[src/rtl/burst_pkg.sv]
`timescale 1ns/1ps
// burst_pkg: types shared by the burst address sequence generator.
// Assumes: nothing beyond the standard language.
package burst_pkg;
    // Order in which the low address bits walk through a burst.
    typedef enum logic {
        SEQ_INTERLEAVE = 1'b0,
        SEQ_LINEAR     = 1'b1
    } seq_mode_e;
endpackage

[src/rtl/burst_addr_reg.sv]
`timescale 1ns/1ps
// burst_addr_reg: holds the captured start address and chip-select state.
// Does: loads both on a load pulse and holds them otherwise.
// Assumes: load is already qualified by the strobe and enable logic.
module burst_addr_reg #(
    parameter int ADDR_W = 18
) (
    input  logic              clk,
    input  logic              rst_n,
    input  logic              load,
    input  logic [ADDR_W-1:0] addr_d,
    input  logic              sel_d,
    output logic [ADDR_W-1:0] base_q,
    output logic              sel_q
);
    // Capture the start address and select state on a load, clear on reset.
    always_ff @(posedge clk) begin
        if (!rst_n) begin
            base_q <= '0;
            sel_q  <= 1'b0;
        end else if (load) begin
            base_q <= addr_d;
            sel_q  <= sel_d;
        end
    end
endmodule

[src/rtl/burst_beat_ctr.sv]
`timescale 1ns/1ps
// burst_beat_ctr: counts the beats of a burst.
// Does: clears on a load, steps on an advance, and wraps modulo 2**BURST_W.
// Assumes: clear and step are never both high (the top gives clear priority).
module burst_beat_ctr #(
    parameter int BURST_W = 2
) (
    input  logic               clk,
    input  logic               rst_n,
    input  logic               clear,
    input  logic               step,
    output logic [BURST_W-1:0] beat_q
);
    localparam logic [BURST_W-1:0] ONE = {{(BURST_W-1){1'b0}}, 1'b1};

    // Beat register: clear has priority; wrapping comes from the natural overflow.
    always_ff @(posedge clk) begin
        if (!rst_n || clear) begin
            beat_q <= '0;
        end else if (step) begin
            beat_q <= beat_q + ONE;
        end
    end
endmodule

[src/rtl/burst_seq_map.sv]
`timescale 1ns/1ps
// burst_seq_map: maps a start offset and a beat count to the burst offset.
// Does: linear = start + beat (mod 2**BURST_W); interleaved = start ^ beat.
// Assumes: the mode is static during a burst; this block is purely combinational.
module burst_seq_map
    import burst_pkg::*;
#(
    parameter int BURST_W = 2
) (
    input  seq_mode_e          mode,
    input  logic [BURST_W-1:0] start,
    input  logic [BURST_W-1:0] beat,
    output logic [BURST_W-1:0] offset
);
    logic [BURST_W-1:0] lin_off;
    logic [BURST_W-1:0] ilv_off;

    // Linear order: modular sum of the start offset and the beat count.
    always_comb lin_off = start + beat;

    // Interleaved order: each bit flips independently with its beat bit.
    for (genvar b = 0; b < BURST_W; b++) begin : g_ilv
        assign ilv_off[b] = start[b] ^ beat[b];
    end

    // Select the order picked by the mode input.
    always_comb offset = (mode == SEQ_LINEAR) ? lin_off : ilv_off;
endmodule

[src/rtl/burst_addr_gen.sv]
`timescale 1ns/1ps
// burst_addr_gen: burst address sequence generator for a pipelined SRAM.
// Does: loads the address on either strobe (the processor strobe only with
//       ce_n low), steps the low BURST_W bits on advance, and holds otherwise.
// Assumes: ADDR_W > BURST_W; seq_linear is static; all inputs are synchronous.
module burst_addr_gen
    import burst_pkg::*;
#(
    parameter int ADDR_W  = 18,
    parameter int BURST_W = 2
) (
    input  logic              clk,
    input  logic              rst_n,
    input  logic [ADDR_W-1:0] addr_in,
    input  logic              ce_n,
    input  logic              cpu_stb_n,
    input  logic              ctl_stb_n,
    input  logic              adv_n,
    input  logic              seq_linear,
    output logic [ADDR_W-1:0] addr_out,
    output logic              sel
);
    localparam int UP_W = ADDR_W - BURST_W;

    logic               load;
    logic               step;
    logic [ADDR_W-1:0]  base_q;
    logic [BURST_W-1:0] beat_q;
    logic [BURST_W-1:0] offset;
    seq_mode_e          mode;

    // Qualify the strobes: the controller strobe always loads, the processor strobe only when enabled.
    always_comb load = !ctl_stb_n || (!cpu_stb_n && !ce_n);

    // An advance steps the burst only when no load claims the cycle.
    always_comb step = !adv_n && !load;

    // Turn the static mode pin into the shared enum.
    always_comb mode = seq_linear ? SEQ_LINEAR : SEQ_INTERLEAVE;

    burst_addr_reg #(.ADDR_W(ADDR_W)) u_areg (
        .clk    (clk),
        .rst_n  (rst_n),
        .load   (load),
        .addr_d (addr_in),
        .sel_d  (!ce_n),
        .base_q (base_q),
        .sel_q  (sel)
    );

    burst_beat_ctr #(.BURST_W(BURST_W)) u_beat (
        .clk    (clk),
        .rst_n  (rst_n),
        .clear  (load),
        .step   (step),
        .beat_q (beat_q)
    );

    burst_seq_map #(.BURST_W(BURST_W)) u_map (
        .mode   (mode),
        .start  (base_q[BURST_W-1:0]),
        .beat   (beat_q),
        .offset (offset)
    );

    // Join the captured upper bits with the sequenced low bits.
    always_comb addr_out = {base_q[ADDR_W-1 -: UP_W], offset};
endmodule

[config.mk]
export PLATFORM = sky130hd
export DESIGN_NAME = burst_addr_gen
export DESIGN_NICKNAME = d
export VERILOG_FILES = /design/src/rtl/burst_pkg.sv /design/src/rtl/burst_addr_reg.sv /design/src/rtl/burst_beat_ctr.sv /design/src/rtl/burst_seq_map.sv /design/src/rtl/burst_addr_gen.sv
export SDC_FILE = /design/constraint.sdc
export NUM_CORES = 1
export LEC_CHECK = 0
export ABC_AREA = 0
export BUFFER_PORTS_ARGS = -buffer_cell sky130_fd_sc_hd__buf_2
export CORE_MARGIN = 2
export CORE_UTILIZATION = 30
export DETAILED_ROUTE_END_ITERATION = 10
export SETUP_SLACK_MARGIN = 0.3
export SLEW_MARGIN = 15
export SYNTH_ARGS = -nofsm -noshare
export SYNTH_HDL_FRONTEND = slang
export SYNTH_SLANG_ARGS = --single-unit
[constraint.sdc]
create_clock -name clk -period 0.96 [get_ports clk]
set_input_delay 0.288 -clock clk [delete_from_list [all_inputs] [get_ports clk]]
set_output_delay 0.288 -clock clk [all_outputs]
set_load 0.01 [all_outputs]
Word-level counts from Yosys, hierarchy flattened
Cells that the tools add are included.
Widths: inputs -> output; s select.
{"block": "classes", "n_addsub": 2, "mux": 2, "n_bitwise": 2, "n_reduce_logical": 10}
{"cell": "$logic_not 1->1", "n": 6}
{"cell": "$add 2x1->2 const B", "n": 1}
{"cell": "$add 2x2->2", "n": 1}
{"cell": "$logic_and 1x1->1", "n": 2}
{"cell": "$logic_or 1x1->1", "n": 2}
{"cell": "$mux 2", "n": 1}
{"cell": "$xor 1x1->1", "n": 2}
{"cell": "$mux 1", "n": 1}
{"block": "word_totals", "ff_bits": 21, "elab_cells": 19}

Longest topological paths before layout
Gate-level depths: netlist of run 1.
{"block": "logic_depth", "ltp_word": 5, "ltp_mapped": 4, "mapped_depth_nobuf": 3}

By module
A second synthesis of run 1 with hierarchy kept.
{"block": "hier_totals", "hier_cells": 75, "area_unflattened_um2": 859.6}
{"module": "burst_addr_reg", "instances": 1, "cells_each": 60, "area_per_inst_um2": 724.4, "seq_area_each_um2": 380.4}
{"module": "burst_beat_ctr", "instances": 1, "cells_each": 8, "area_per_inst_um2": 85.1, "seq_area_each_um2": 40.0}
{"module": "burst_seq_map", "instances": 1, "cells_each": 4, "area_per_inst_um2": 33.8, "seq_area_each_um2": 0.0}
{"module": "burst_addr_gen", "instances": 1, "cells_each": 3, "area_per_inst_um2": 16.3, "seq_area_each_um2": 0.0}

Worst setup path before layout of run 1
Ideal clock, no wire load.
{"block": "synth_timing", "path_kind": "register to output", "start": "register u_beat.beat_q[0]", "end": "output addr_out[1]", "arrival_ps": 734, "required_time_ps": 672, "slack_ps": -62, "path_stages_with_launch": 4, "n_path_buf": 0, "cell_sequence": "dfxtp_1 ha_1 nand2_1 xnor2_1"}
{"block": "synth_via", "elab_chain_len": 2}
{"item": "start: declaration", "line_no": "burst_beat_ctr.sv:12", "source": "output logic [BURST_W-1:0] beat_q"}
{"item": "start signal: assignment", "line_no": "burst_beat_ctr.sv:21", "source": "beat_q <= beat_q + ONE;"}
{"item": "$add 2x2->2", "line_no": "burst_seq_map.sv:19", "source": "always_comb lin_off = start + beat;"}
{"item": "$mux 2", "line_no": "burst_seq_map.sv:27", "source": "always_comb offset = (mode == SEQ_LINEAR) ? lin_off : ilv_off;"}
{"item": "end: declaration", "line_no": "burst_addr_gen.sv:20", "source": "output logic [ADDR_W-1:0] addr_out,"}
No other way between the ends.

Worst setup path after layout of run 1
{"block": "layout_timing", "start": "register u_beat.beat_q[1]", "end": "output addr_out[1]"}
{"block": "layout_via", "elab_chain_len": 2, "elab_cells_between_ends": 3, "classes_between": "1 x add/sub; 1 x mux; 1 x bitwise"}
{"item": "$add 2x2->2 or $xor 1x1->1 (tied branches)", "line_no": "burst_seq_map.sv:19, burst_seq_map.sv:23"}
{"item": "$mux 2 (*)", "line_no": "burst_seq_map.sv:27"}
Every way passes the cells marked *; elsewhere a longest branch is shown, timed or not.

==> results of run 1 <==
## layout make-up
cell class,count,area share (%)
Multi-Input combinational cell,68,33.8
Timing Repair Buffer,61,36.4
Clock buffer,4,1.47
Sequential cell,21,25.1
Tap cell,46,3.23
## power by group
group	leakage [nW]	internal [mW]	total (mW)	switching (mW)
sequential	0.181	0.938	0.979	0.0410
clock	0.0150	0.161	0.413	0.251
combinational	0.545	0.354	0.607	0.253
## kinds of logic (layout without fill, tap and decap cells)
logic type,Yosys count,count (layout)
AOI/OAI and AO/OA,22,22
xor gates and xnor gates,3,3
buffers and inverters,23,65
adders and majority gates,1,1
and+or+nand+nor,42,42
DFF,21,21
## what timing repair did
| item | in CTS | in global routing |
|---|---|---|
| pin swaps | 15 | 2 |
| setup endpoints to repair | 39 | 39 |
| gates cloned | 4 | 0 |
| gates resized for setup | 43 | 10 |
| setup buffers | 4 | 2 |
## metal layers
| layer | global-route usage, % | up-vias |
|---|---|---|
| li1 | - | 448 |
| met1 | 16.1 | 411 |
| met5 | 0 | - |
| met4 | 5.83 | 0 |
| met3 | 1.80 | 4 |
| met2 | 22.0 | 18 |
## per-stage QoR
stage               cells  hold WS, ns
finish                200        0.209
global route          200        0.191
CTS                   198        0.195
detailed placement    186        0.449
global placement      186        0.442
floorplan             112        0.409
## state kept, by name, summed over array words and instances, names as in the netlist
name           cells
u_areg.base_q     18
u_beat.beat_q      2
u_areg.sel_q       1
## cells in the final DEF (no fill, tap or decap), types with 2 or more instances in the layout
cell type	n
a21oi_1	2
buf_12	6
buf_16	4
buf_2	23
buf_4	5
buf_6	21
buf_8	2
clkbuf_4	3
dfxtp_2	21
nand2_1	18
nand3_2	10
nand3_4	8
nor2b_1	2
o21ai_1	4
o21ai_2	14
## synthesized netlist by cell type
library cell | count | area share [%]
xor2_1 | 1 | 0.85
nand3_2 | 2 | 1.9
nor2_1 | 1 | 0.36
xnor2_1 | 2 | 1.7
nor3_1 | 1 | 0.48
a21oi_1 | 2 | 0.97
nor2b_1 | 3 | 1.8
dfxtp_1 | 21 | 41
ha_1 | 1 | 1.2
buf_4 | 16 | 12
o21ai_2 | 12 | 10
clkbuf_8 | 2 | 2.7
buf_6 | 5 | 5.5
o21ai_0 | 6 | 2.9
o211ai_1 | 1 | 0.73
nand2_1 | 19 | 6.9
nand3_1 | 16 | 7.8
o21ai_4 | 1 | 1.6
## how the worst max path moves through the flow
stage	endpoint	startpoint
2_1_floorplan	addr_out[1]	u_areg.base_q[1]
3_3_place_gp	addr_out[1]	u_beat.beat_q[1]
3_5_place_dp	addr_out[1]	u_beat.beat_q[1]
4_1_cts	addr_out[1]	u_beat.beat_q[1]
5_1_grt	addr_out[1]	u_areg.base_q[0]
6_report	addr_out[1]	u_beat.beat_q[1]
## worst max-delay path, cell delays in order, from the launching register on
cell and delay (ns):
dfxtp_2 0.35, xor2_2 0.18, xnor2_2 0.15, buf_2 0.15
==> metrics.md, run 1 <==
| Metric | Value |
|---|---|
| Antenna viol nets, final | 0 |
| Max-slew violation count | 0 |
| Setup Skew | 0.00208 ns |
| GP Congestion | 0.627 |
| Mux contribution to synthesized area | 0% |
| Reg2reg start | u_beat.beat_q[0] |
| Outcome | complete, but fails checks |
| First-pass GRT wire length | 4090 um |
| Nets@finish | 181 |
| Via count | 881 |
| Final Setup Violations | 20 |
| CTS Buf Count | 3 |
| Hold_sp | addr_in[0] |
| CP startpoint kind | register |
| Minimum clock period | 1.41 ns |
| DRC violations left | 0 |
| Reg2Reg Depth | 5 |
| Peak supply drop | 532 uV |
| Area growth syn-to-layout | 72.8% |
| Starting Density | 31.1% |
| Initial antenna violation count | 0 |
| Crit end category | output port |
| Worst Hold End | u_areg.base_q[0] |
| Final Util | 53.8% |
| Max Cap Violations | 0 |
| Post-synth net total | 138 |
| Worst endpoint required time | 0.67 ns |
| R2r endpoint | u_beat.beat_q[1] |
| Post-Synthesis Cells | 112 |
| Pre-CTS setup slack | -0.162 ns |
| Setup CP Type | reg2out |
| Largest net degree at the start of global routing | 25 |
| Hold depth | 3 |
| Worst EP arrival | 1.13 ns |
| Routed wire per std cell | 11.8 um |
| Leak Pwr | 0.741 nW |
| Synth Area in Simple Gates | 19.3% |
| Max Fanout on Critical Path | 2 |
| Clock buffer depth | 2 |
| Yosys cell types | 18 |
| Met2 wire length | 1320 um |
| Global route overflow | 0 |
| Clk sinks | 21 |
| Clock root buffer | clkbuf_4 |
| Detailed placement HPWL | 1520 um |
| Hold Crit Class | in2reg |
| Initial DRC count | 30 |
| Top layer in use | met4 |
| Worst-Skew Late Latency | 0.29 ns |
| Site Rows | 21 |
| Power, Total | 2.00 mW |
| PwrDens | 1120 mW/mm^2 |
| Mapped Area | 0.00103 mm^2 |
| Core area | 0.00331 mm^2 |
| WL final | 2360 um |
| GRT Total Usage | 12.9% |
| Reg-to-reg setup timing slack | -0.04 ns |
| Die X-Extent | 62.6 um |
| Ys Warns | 0 |
| Die Ht | 62.6 um |
| DR WL met3 | 83 um |
| CTS tree | built |
| Area occupied by multi-input gates | 602 um^2 |
| RSZ-0062 raised after global routing | true |
| Synthesis-stage register bit count | 21 |
| Final hold violation count | 0 |
| Synth Area per Inst | 9.21 um^2 |
| Fill cells | 308 |
| Ant diodes | 0 |
| Worst Tran Pin Value | 0.248 ns |
| I/O pin cnt | 44 |
| Pre-antenna DRT Iters | 2 |
| Post-route cell area | 0.00178 mm^2 |
| Vias in the first global route | 902 |
| Setup TNS | -2.08 ns |
| Compound-Gate Fraction of Synth Area | 16.4% |
| PortBufs | 43 |
| CTS clk-pin slew, worst paths | 0.11 ns |
| Tcrit/Tclk final | 147% |
| FF+latch area | 447 um^2 |
| Share of layout cells above drive strength 1 | 80.5% |
| Failing checks | negative setup slack |
| XOR/XNOR share of the synthesized area | 2.55% |
| Met1 Wirelength | 933 um |
| H-tree Lvls | 1 |
| Largest family of logic cells by synthesized area | buffers and inverters |
| Vias per cell | 4.41 |
| Worst rel slew slack | 83.4% |
| Die footprint | 0.00392 mm^2 |
| Maximum clock frequency | 0.707 GHz |
| Hold Buf Count CTS | 0 |
| Register area share after synthesis | 40.8% |
| Adder-Cell Fraction of Synth Area | 1.21% |
| Final Worst Setup Slack | -0.454 ns |
| DP Area | 0.00132 mm^2 |
(Power assumes the default switching activity.)
==> run 2, diff against run 1 <==
--- a/config.mk
+++ b/config.mk
@@ -8,8 +8,9 @@
 export ABC_AREA = 0
 export BUFFER_PORTS_ARGS = -buffer_cell sky130_fd_sc_hd__buf_2
 export CORE_MARGIN = 2
-export CORE_UTILIZATION = 30
+export CORE_UTILIZATION = 42
 export DETAILED_ROUTE_END_ITERATION = 10
+export PLACE_DENSITY = 0.75
 export SETUP_SLACK_MARGIN = 0.3
 export SLEW_MARGIN = 15
 export SYNTH_ARGS = -nofsm -noshare
==> constraint.sdc (replaced) <==
create_clock -name clk -period 1.21 [get_ports clk]
set_input_delay 0.363 -clock clk [delete_from_list [all_inputs] [get_ports clk]]
set_output_delay 0.363 -clock clk [all_outputs]
set_load 0.01 [all_outputs]
==> metrics.md, run 2 (synthesis gave the netlist of run 1 again) <==
| Metric | Value |
|---|---|
| Vias per cell | 4.79 |
| Power, Total | 1.44 mW |
| GP Congestion | 0.669 |
| CTS tree | built |
| Ant diodes | 0 |
| WL final | 1950 um |
| Worst Tran Pin Value | 0.229 ns |
| GRT Total Usage | 14.9% |
| I/O pin cnt | 44 |
| CP startpoint kind | register |
| Commonest cells after routing, fill and taps aside | buf_2, dfxtp_2, nand2_1, buf_6 |
| CTS Buf Count | 3 |
| Nets@finish | 171 |
| PortBufs | 43 |
| Min Hold Slack | 0.281 ns |
| Max Cap Violations | 0 |
| Worst Setup SP | u_areg.base_q[0] |
| PwrDens | 1010 mW/mm^2 |
| Largest net degree at the start of global routing | 23 |
| Hold Buf Count CTS | 0 |
| Worst EP arrival | 1.09 ns |
| Starting Density | 45.3% |
| Pre-antenna DRT Iters | 5 |
| Outcome | complete, but fails checks |
| Commonest non-fill, non-tap cell in the layout | buf_2 |
| Tcrit/Tclk final | 120% |
| Maximum clock frequency | 0.687 GHz |
| Max-slew violation count | 0 |
| Via count | 824 |
| Global route overflow | 0 |
| Core area | 0.00228 mm^2 |
| Reg2reg start | u_beat.beat_q[0] |
| Worst endpoint required time | 0.85 ns |
| Worst rel slew slack | 84.7% |
| Reg-to-reg setup timing slack | 0.32 ns |
| Hold depth | 3 |
| Setup Skew | 0.000168 ns |
| Final Setup Violations | 2 |
| R2r endpoint | u_beat.beat_q[1] |
| DP Area | 0.00122 mm^2 |
| Post-route cell area | 0.00143 mm^2 |
| Final Util | 62.7% |
| Max reg flops | 18 |
| First-pass GRT wire length | 3140 um |
| Site Rows | 17 |
| CTS clk-pin slew, worst paths | 0.11 ns |
| Initial DRC count | 9 |
| Most flop-heavy register | u_areg.base_q |
| Max Fanout on Critical Path | 2 |
| Share of layout cells above drive strength 1 | 72.9% |
| Antenna viol nets, final | 0 |
| Worst Hold End | u_areg.base_q[2] |
| Setup CP Type | reg2out |
| Vias in the first global route | 752 |
| DRC violations left | 0 |
| Die footprint | 0.00287 mm^2 |
| Area growth syn-to-layout | 38.5% |
| Clock buffer depth | 2 |
| Die Ht | 53.5 um |
| Die X-Extent | 53.5 um |
| Top flop regs | u_areg.base_q x18, u_beat.beat_q x2, u_areg.sel_q x1 |
| Crit end category | output port |
| Minimum clock period | 1.46 ns |
| Final Worst Setup Slack | -0.245 ns |
| H-tree Lvls | 1 |
| Initial antenna violation count | 0 |
| Routed wire per std cell | 11.4 um |
| Reg2Reg Depth | 4 |
| Worst-Skew Late Latency | 0.29 ns |
| Hold Crit Class | in2reg |
| Failing checks | negative setup slack |
| Clock root buffer | clkbuf_4 |
| RSZ-0062 raised after global routing | true |
| Final hold violation count | 0 |
| Leak Pwr | 0.608 nW |
| Detailed placement HPWL | 1370 um |
| Peak supply drop | 629 uV |
| Clk sinks | 21 |
| Fill cells | 191 |
| Hold_sp | addr_in[2] |
## run 2: cell count changes in the layout (fill, tap and decap cells not counted), sizes merged
cell and delta:
buf -10
## run 2: metal layers
metal / routed length [um] / track usage [%] / vias up / part of all wire (%)
met5: 0 / 0 / - / 0
met4: 9 / 6.41 / 0 / 0.46
met3: 83 / 1.94 / 2 / 4.2
met2: 1080 / 26.1 / 21 / 55
met1: 779 / 18.1 / 379 / 40
li1: - / - / 422 / -
## run 2: area by class of cell
class / instances / area (um^2) / area share [%]
Multi-Input combinational cell: 68 / 494 / 34.6
Sequential cell: 21 / 447 / 31.3
Timing Repair Buffer: 51 / 425 / 29.8
Tap cell: 28 / 35.0 / 2.45
Clock buffer: 4 / 26.3 / 1.84
## run 2: how the worst max path moves through the flow
stage,end,slack [ns],depth (start not counted)
final,addr_out[1],-0.25,4
after global routing,addr_out[1],-0.33,3
after CTS,addr_out[1],-0.27,4
after detailed placement,addr_out[1],0.03,3
after global placement,addr_out[1],0.04,3
after floorplan,addr_out[1],0.15,2
## run 2: per-stage QoR
step | instances | setup slack, ns | TNS, ns
floorplan | 112 | 0.151 | 0
global placement | 164 | 0.0437 | 0
detailed placement | 164 | 0.0283 | 0
CTS | 168 | -0.267 | -0.432
global route | 172 | -0.330 | -0.515
finish | 172 | -0.245 | -0.389
## run 2: power breakdown
group          switching (mW)  total [mW]  internal [mW]
Sequential             0.0319       0.776          0.744
Clock                   0.193       0.321          0.128
Combinational           0.152       0.339          0.187
## run 2: critical path, stage by stage, from the launching register on
cell     delay (ns)
dfxtp_2        0.37
ha_4           0.13
nand2_2        0.05
xnor2_2        0.12
buf_2          0.13
## run 2: repair_timing
action / CTS / global route
setup buffers: 0 / 4
resized for setup: 38 / 2
setup endpoints to repair: 19 / 20
cloned: 0 / 0
pin swaps: 1 / 0
==> run 3, diff against run 2 <==
--- a/config.mk
+++ b/config.mk
@@ -10,6 +10,7 @@
 export CORE_MARGIN = 2
 export CORE_UTILIZATION = 42
 export DETAILED_ROUTE_END_ITERATION = 10
+export MAX_ROUTING_LAYER = met4
 export PLACE_DENSITY = 0.75
 export SETUP_SLACK_MARGIN = 0.3
 export SLEW_MARGIN = 15
==> metrics.md, run 3 (synthesis gave the netlist of run 1 again) <==
| Metric | Value |
|---|---|
| Die Ht | 53.5 um |
| R2r endpoint | u_beat.beat_q[1] |
| H-tree Lvls | 1 |
| I/O pin cnt | 44 |
| Worst rel slew slack | 84.7% |
| Initial DRC count | 9 |
| Area growth syn-to-layout | 38.5% |
| PwrDens | 1010 mW/mm^2 |
| Max Cap Violations | 0 |
| Failing checks | negative setup slack |
| Hold depth | 3 |
| Max reg flops | 18 |
| Leak Pwr | 0.608 nW |
| DRC violations left | 0 |
| Clock root buffer | clkbuf_4 |
| Commonest non-fill, non-tap cell in the layout | buf_2 |
| Peak supply drop | 628 uV |
| Starting Density | 45.3% |
| First-pass GRT wire length | 3140 um |
| Final Worst Setup Slack | -0.245 ns |
| Initial antenna violation count | 0 |
| GP Congestion | 0.676 |
| Hold_sp | addr_in[2] |
| Minimum clock period | 1.46 ns |
| Reg2reg start | u_beat.beat_q[0] |
| GRT Total Usage | 15.3% |
| Final Util | 62.7% |
| Tcrit/Tclk final | 120% |
| Crit end category | output port |
| Outcome | complete, but fails checks |
| Placed instance count | 164 |
| CTS tree | built |
| Antenna viol nets, final | 0 |
| Most flop-heavy register | u_areg.base_q |
| Clock buffer depth | 2 |
| Maximum clock frequency | 0.687 GHz |
| CP startpoint kind | register |
| Fill cells | 191 |
| Commonest cells after routing, fill and taps aside | buf_2, dfxtp_2, nand2_1, buf_6 |
| Power, Total | 1.44 mW |
| Die footprint | 0.00287 mm^2 |
| Global route overflow | 0 |
| Pre-antenna DRT Iters | 5 |
| Setup TNS | -0.389 ns |
| RSZ-0062 raised after global routing | true |
| Top flop regs | u_areg.base_q x18, u_beat.beat_q x2, u_areg.sel_q x1 |
| Site Rows | 17 |
| Share of layout cells above drive strength 1 | 72.9% |
| Ant diodes | 0 |
| Max-slew violation count | 0 |
| CTS Buf Count | 3 |
| Die X-Extent | 53.5 um |
| DP Area | 0.00122 mm^2 |
| Pre-CTS setup slack | 0.0283 ns |
| Worst Tran Pin Value | 0.229 ns |
| Hold Crit Class | in2reg |
| Final Setup Violations | 2 |
| Worst-Skew Late Latency | 0.29 ns |
| Reg2Reg Depth | 4 |
| Post-route cell area | 0.00143 mm^2 |
| Nets@finish | 171 |
| CTS clk-pin slew, worst paths | 0.11 ns |
| Hold Buf Count CTS | 0 |
| PortBufs | 43 |
| Final std cells w/o fill | 172 |
| Largest net degree at the start of global routing | 23 |
| Min Hold Slack | 0.281 ns |
| Setup CP Type | reg2out |
| Setup Skew | 0.000168 ns |
| Core area | 0.00228 mm^2 |
| Reg-to-reg setup timing slack | 0.32 ns |
| Vias in the first global route | 752 |
| Worst endpoint required time | 0.85 ns |
| Routed wire per std cell | 11.4 um |
| Max Fanout on Critical Path | 2 |
| Worst Hold End | u_areg.base_q[2] |
| Vias per cell | 4.79 |
| Final hold violation count | 0 |
| Worst EP arrival | 1.09 ns |
| Clk sinks | 21 |
| Via count | 824 |
| WL final | 1950 um |
| Detailed placement HPWL | 1370 um |
==> run 3: repair_timing <==
item	CTS	global route
pin swaps	1	0
buffers inserted	0	4
gates resized for setup	38	2
endpoints found under the hold margin	0	0
cloned	0	0
endpoints found under the setup margin	19	20
==> run 3: layout make-up <==
class | count | area (um^2) | area share (%)
Tap cell | 28 | 35.0 | 2.45
Timing Repair Buffer | 51 | 425 | 29.8
Clock buffer | 4 | 26.3 | 1.84
Sequential cell | 21 | 447 | 31.3
Multi-Input combinational cell | 68 | 494 | 34.6
==> run 3: power breakdown <==
part | total, mW | switching, mW | internal [mW]
registers | 0.776 | 0.0319 | 0.744
logic | 0.339 | 0.152 | 0.187
clock network | 0.321 | 0.193 | 0.128
==> run 3: worst max path at each step <==
stage	startpoint	end	slack, ns	cells past startpoint
floorplan	u_areg.base_q[1]	addr_out[1]	0.15	2
global placement	u_beat.beat_q[1]	addr_out[1]	0.04	3
detailed placement	u_beat.beat_q[1]	addr_out[1]	0.03	3
CTS	u_beat.beat_q[0]	addr_out[1]	-0.27	4
global route	u_beat.beat_q[1]	addr_out[1]	-0.33	3
finish	u_areg.base_q[0]	addr_out[1]	-0.25	4
==> run 3: layer usage <==
layer	up-vias	wire length [um]	share of wire [%]	track usage (%)
met5	-	0	0	-
met4	0	9	0.46	6.41
met3	2	78	4.0	1.67
met2	21	1080	55	26.1
met1	379	784	40	18.3
li1	422	-	-	-
==> run 3: worst max-delay path: stages (launching register included) <==
cell and delay, ns:
dfxtp_2 0.37, ha_4 0.13, nand2_2 0.05, xnor2_2 0.12, buf_2 0.13
